## src/rtl/bswap_pkg.sv

```systemverilog
package bswap_pkg;

  localparam int REG_IDX_W = 5;
  localparam int XO_W      = 10;
  localparam int PRIMARY_W = 6;

  localparam logic [PRIMARY_W-1:0] PRIMARY_EXT = 6'd31;
  localparam logic [XO_W-1:0] XO_SWAP_HALF   = 10'b0011011011;
  localparam logic [XO_W-1:0] XO_SWAP_WORD   = 10'b0010011011;
  localparam logic [XO_W-1:0] XO_SWAP_DOUBLE = 10'b0010111011;

  typedef enum logic [1:0] {
    SWAP_HALF   = 2'd0,
    SWAP_WORD   = 2'd1,
    SWAP_DOUBLE = 2'd2,
    SWAP_NONE   = 2'd3
  } swapMode_e;

  // Strobes from the control to the datapath
  typedef struct packed {
    logic                 loadEn;
    swapMode_e            mode;
    logic [REG_IDX_W-1:0] dst;
  } swapCtrl_t;

endpackage

```

## src/rtl/bswap_ctrl.sv

```systemverilog
module bswap_ctrl
  import bswap_pkg::*;
#(
  parameter int INSN_W = 32
) (
  input  logic              clk,
  input  logic              rst,
  input  logic              inValid,
  input  logic [INSN_W-1:0] insn,
  output swapCtrl_t         ctrl,
  output logic              validQ,
  output logic              illegalQ
);

  localparam int PO_LSB  = INSN_W - PRIMARY_W;
  localparam int RA_LSB  = PO_LSB - 2*REG_IDX_W;
  localparam int MID_LSB = RA_LSB - REG_IDX_W;

  logic [PRIMARY_W-1:0] primary;
  logic [REG_IDX_W-1:0] midField;
  logic [XO_W-1:0]      extOp;
  logic                 recBit;
  swapMode_e            mode;
  logic                 legal;

  assign primary  = insn[PO_LSB +: PRIMARY_W];
  assign midField = insn[MID_LSB +: REG_IDX_W];
  assign extOp    = insn[1 +: XO_W];
  assign recBit   = insn[0];

  always_comb begin
    unique case (extOp)
      XO_SWAP_HALF:   mode = SWAP_HALF;
      XO_SWAP_WORD:   mode = SWAP_WORD;
      XO_SWAP_DOUBLE: mode = SWAP_DOUBLE;
      default:        mode = SWAP_NONE;
    endcase
  end

  assign legal = (primary == PRIMARY_EXT) && (midField == '0) &&
                 !recBit && (mode != SWAP_NONE);

  assign ctrl.loadEn = inValid && legal;
  assign ctrl.mode   = mode;
  assign ctrl.dst    = insn[RA_LSB +: REG_IDX_W];

  always_ff @(posedge clk) begin
    if (rst) begin
      validQ   <= 1'b0;
      illegalQ <= 1'b0;
    end else begin
      validQ   <= inValid && legal;
      illegalQ <= inValid && !legal;
    end
  end

endmodule

```

## src/rtl/bswap_datapath.sv

```systemverilog
module bswap_datapath
  import bswap_pkg::*;
#(
  parameter int DATA_W = 64,
  parameter int BYTE_W = 8
) (
  input  logic                 clk,
  input  logic                 rst,
  input  swapCtrl_t            ctrl,
  input  logic [DATA_W-1:0]    operand,
  output logic [DATA_W-1:0]    resultQ,
  output logic [REG_IDX_W-1:0] dstQ
);

  localparam int N_BYTES   = DATA_W / BYTE_W;
  localparam int HALF_SPAN = 2;
  localparam int WORD_SPAN = 4;

  logic [DATA_W-1:0] halfSwap;
  logic [DATA_W-1:0] wordSwap;
  logic [DATA_W-1:0] fullSwap;
  logic [DATA_W-1:0] swapped;

  // Each destination byte picks its source byte inside its lane
  for (genvar b = 0; b < N_BYTES; b++) begin : gLane
    localparam int HALF_SRC = (b / HALF_SPAN) * HALF_SPAN + (HALF_SPAN - 1 - b % HALF_SPAN);
    localparam int WORD_SRC = (b / WORD_SPAN) * WORD_SPAN + (WORD_SPAN - 1 - b % WORD_SPAN);
    localparam int FULL_SRC = N_BYTES - 1 - b;
    assign halfSwap[b*BYTE_W +: BYTE_W] = operand[HALF_SRC*BYTE_W +: BYTE_W];
    assign wordSwap[b*BYTE_W +: BYTE_W] = operand[WORD_SRC*BYTE_W +: BYTE_W];
    assign fullSwap[b*BYTE_W +: BYTE_W] = operand[FULL_SRC*BYTE_W +: BYTE_W];
  end

  always_comb begin
    unique case (ctrl.mode)
      SWAP_HALF:   swapped = halfSwap;
      SWAP_WORD:   swapped = wordSwap;
      SWAP_DOUBLE: swapped = fullSwap;
      default:     swapped = operand;
    endcase
  end

  always_ff @(posedge clk) begin
    if (rst) begin
      resultQ <= '0;
      dstQ    <= '0;
    end else if (ctrl.loadEn) begin
      resultQ <= swapped;
      dstQ    <= ctrl.dst;
    end
  end

endmodule

```

## src/rtl/bswap_unit.sv

```systemverilog
module bswap_unit
  import bswap_pkg::*;
#(
  parameter int DATA_W = 64,
  parameter int INSN_W = 32,
  parameter int BYTE_W = 8
) (
  input  logic                 clk,
  input  logic                 rst,
  input  logic                 inValid,
  input  logic [INSN_W-1:0]    insn,
  input  logic [DATA_W-1:0]    operand,
  output logic                 outValid,
  output logic [DATA_W-1:0]    result,
  output logic [REG_IDX_W-1:0] dstIdx,
  output logic                 illegalOut
);

  swapCtrl_t ctrl;

  bswap_ctrl #(.INSN_W(INSN_W)) uCtrl (
    .clk(clk), .rst(rst), .inValid(inValid), .insn(insn),
    .ctrl(ctrl), .validQ(outValid), .illegalQ(illegalOut)
  );

  bswap_datapath #(.DATA_W(DATA_W), .BYTE_W(BYTE_W)) uPath (
    .clk(clk), .rst(rst), .ctrl(ctrl), .operand(operand),
    .resultQ(result), .dstQ(dstIdx)
  );

endmodule

```

## config.mk

```make
export PLATFORM = sky130hd
export DESIGN_NAME = bswap_unit
export DESIGN_NICKNAME = d
export VERILOG_FILES = /design/src/rtl/bswap_pkg.sv /design/src/rtl/bswap_ctrl.sv /design/src/rtl/bswap_datapath.sv /design/src/rtl/bswap_unit.sv
export SDC_FILE = /design/constraint.sdc
export NUM_CORES = 1
export LEC_CHECK = 0
export CAP_MARGIN = 20
export CORE_MARGIN = 10
export CORE_UTILIZATION = 45
export DETAILED_ROUTE_END_ITERATION = 8
export GPL_TIMING_DRIVEN = 0
export PLACE_DENSITY = 0.92
export SYNTH_ARGS = -nofsm -noshare
export SYNTH_HDL_FRONTEND = slang
export SYNTH_SLANG_ARGS = --single-unit
```

## constraint.sdc

```tcl
create_clock -name clk -period 3.41 [get_ports clk]
set_clock_uncertainty 0.1 [all_clocks]
set_input_delay 0.682 -clock clk [delete_from_list [all_inputs] [get_ports clk]]
set_output_delay 0.682 -clock clk [all_outputs]
set_load 0.02 [all_outputs]
```

==> results.md, run 1 <==
- Status: complete, no violations
- Htree depth: 3
- Multi-input logic area: 2780 um^2
- Worst-margin pin slew: 0.8501 ns
- Area grow syn2layout: 44.50%
- Critical Path AT: 3.31 ns
- Layout cells sized above 1: 4.360%
- Synth cell types: 25
- TritonCTS clock tree: done
- Fin. max-slew vios: 0
- Post-DP HPWL: 14.46 mm
- Simple-gate share of the synthesized area: 24.89%
- Worst slack at placement: -0.1758 ns
- Avg Inst Size Synth: 8.056 um^2
- IO Count: 170
- Cells after DPL: 852
- Vias in the first global route: 5375
- # rows: 36
- Pleak: 2.185 nW
- Ys Warns: 0
- Detail Route Antenna Nets: 0
- DRC: 0
- Largest family of logic cells by synthesized area: simple AND/OR/NAND/NOR gates
- Hold_ws: 0.3788 ns
- Compound-cell area share of the yosys netlist: 22.46%
- First-pass GRT wire length: 28.46 mm
- Worst min-delay path startpoint: uPath.resultQ[18]
- Post-Synth XOR/XNOR Area: 0%
- Via density: 6.074
- Top cells by count, synth: o21ai_0 (114), dfxtp_1 (71), mux2i_1 (65), nand3b_1 (65), clkbuf_1 (56)
- Critical Path Fanout Max: 10
- CP max stage delay: 0.57 ns
- Syn Nets: 655
- Hold Vio Cnt, Final: 0
- Largest net degree at the start of global routing: 13
- Cells along the critical path: clkdlybuf4s50_1 -> or4_4 -> or4_4 -> buf_6 -> nor2_1 -> buf_2 -> a22oi_1
- Chip width: 119.8 um
- Initial DRT Pass Iterations: 5
- R2r worst-path depth: 2
- Total grt overflow: 0
- Clock Latency Late Sink: 0.35 ns
- Last weighted congestion value of the routability-driven placer: 0.9597
- Initial antenna violation count: 0
- Top_reg_cell synth: dfxtp_1
- Fin worst setup slack: 0.2325 ns
- Vias: 5266
- RSZ-0062 raised after global routing: false
- Final non-filler cell total: 867
- R2R Path Start: uPath.dstQ[3]
- Top-area cell type share of the netlist area: 31.73%
- Core area: 9729 um^2
- Fmax: 314.7 MHz
- Ant. Diodes: 0
- Gr usage total: 24.45%
- CP required: 3.54 ns
- Die area: 14340 um^2
- Flop and latch count out of synthesis: 71
- CP most frequent cell: or4_4
- Async SR Flop Fraction: 0%
- Hold path depth: 2
- Total CTS buffers: 9
- Highest-delay cell along the critical path: or4_4
- Post-Syn Area: 4479 um^2
- Worst Setup End Kind: register
- CTS Root Cell: clkbuf_8
- Crit path launch: insn[14]
- Sequential-to-total area share from yosys stat: 31.73%
- Port bufs: 163
- Final period util: 93.18%
- Ranking of synthesized cells by area: dfxtp_1 (32%), mux2i_1 (15%), o21ai_0 (13%)
- Initial drt markers: 484
- Fillers: 820
- Post-synthesis mux area share: 14.53%
- Cell count after synthesis: 556
- Area after DPL: 6277 um^2
- Routed wire per std cell: 21.45 um
- P per Cell Area: 288.7 nW/um^2
- Final min period: 3.178 ns
- Post-Synth Adder-Cell Area: 0%
- Initial Utilization: 46.04%
- Peak VDD IR: 0.0002272 V
- Slew headroom: 43.33%
- Final setup fails: 0
- Sink Count: 71
- Final instance area: 6472 um^2
- Cell with the most instances after synthesis: o21ai_0
- Startpoint Class: input port
- Clock transition at path regs: 0.08 ns
- NumNets Final: 829
- Cell accounting for the most synthesized area: dfxtp_1
- Total of max-cap violations: 0
- Longest Clk Path Bufs: 2
- Die Y: 119.8 um
- Post-synth EDFFs: 0
- Setup CP Type: in -> reg
- Register area: 1421 um^2
- Final Total Pwr: 1.868 mW
- Routed WL: 18.59 mm
- HP Class: reg -> reg
-- per-stage QoR --
stage	TNS, ns	utilization (%)
6_report	0	66.53
4_1_cts	0	66.44
2_1_floorplan	0	-
3_3_place_gp	-2.615	64.52
3_5_place_dp	-3.021	64.52
5_1_grt	0	66.53
-- flip-flops by register name, indices dropped and copies added, names as in the netlist --
name and cells:
uPath.dstQ 5, uCtrl.illegalQ 1, uCtrl.validQ 1, uPath.resultQ 64
-- where the power goes --
group,internal [mW],switching [mW],leakage (nW)
clock network,0.332,0.336,0.0988
logic,0.178,0.193,1.51
registers,0.829,0.000253,0.572
total,1.34,0.529,2.19
-- path summary, 6_finish.rpt --
path | endpoint | slack [ns]
worst max-delay path | uPath.resultQ[53] | 0.23
worst max register to register | uPath.dstQ[3] | 2.60
worst min-delay path | uPath.resultQ[18] | 0.38
worst min register to register | uPath.resultQ[18] | 0.38
-- cell families (layout without fill, tap and decap cells) --
group | Yosys count | after routing
and+or+nand+nor | 168 | 168
AOI/OAI and AO/OA | 183 | 183
buffers and inverters | 69 | 247
muxes | 65 | 65
DFF | 71 | 71
-- critical path: cells and delay by family --
family	cells	cell delay [ns]
buf+inv	3	0.94
simple gates	3	1.58
compound gates	1	0.11
-- per-layer routing --
layer,vias up,routed length (um),global-route usage [%]
met5,-,0,0
met4,0,623,11.24
met3,60,1898,5.251
met2,345,8885,39.79
met1,2446,7185,30.28
li1,2415,-,-
-- placed cells by master (no fill, tap or decap) --
master	instances
clkdlybuf4s50_1	163
o21ai_0	114
dfxtp_1	71
mux2i_1	65
nand3b_1	65
clkbuf_1	56
a21oi_1	51
nand4_1	50
nand2b_1	20
nand2_1	18
a22oi_2	9
a22oi_1	9
clkbuf_8	9
buf_1	7
or4_4	3
clkinv_2	3
nand4bb_1	2
nand4b_1	2
nor2_1	2
nor3_1	2
buf_6	2
inv_1	2
clkinv_4	2
and2_1	1
nand3_1	1
or3_1	1
nor4_4	1
buf_8	1
buf_2	1
bufinv_16	1
-- layout make-up --
type                       count  area share [%]
inverter                       2          0.1160
clock inverter                 6          0.9666
buffer                        67           4.311
clock buffer                   9           1.914
timing repair buffer         163           25.21
sequential                    71           21.96
tap                          133           2.571
multi-input combinational    416           42.95
-- what timing repair did --
action / in CTS / in global routing
gates resized for setup: 0 / 1
hold buffers: 0 / 0
buffers inserted: 0 / 0
endpoints found under the setup margin: 0 / 1
Power figures use the tool's default switching activity.
==> run 2: changes to the inputs <==
--- a/config.mk
+++ b/config.mk
@@ -11,6 +11,7 @@
 export DETAILED_ROUTE_END_ITERATION = 8
 export GPL_TIMING_DRIVEN = 0
 export PLACE_DENSITY = 0.92
+export SLEW_MARGIN = 25
 export SYNTH_ARGS = -nofsm -noshare
 export SYNTH_HDL_FRONTEND = slang
 export SYNTH_SLANG_ARGS = --single-unit
==> results of run 2 <==
The final DEF is identical to that of run 1; final timing and power are the same.
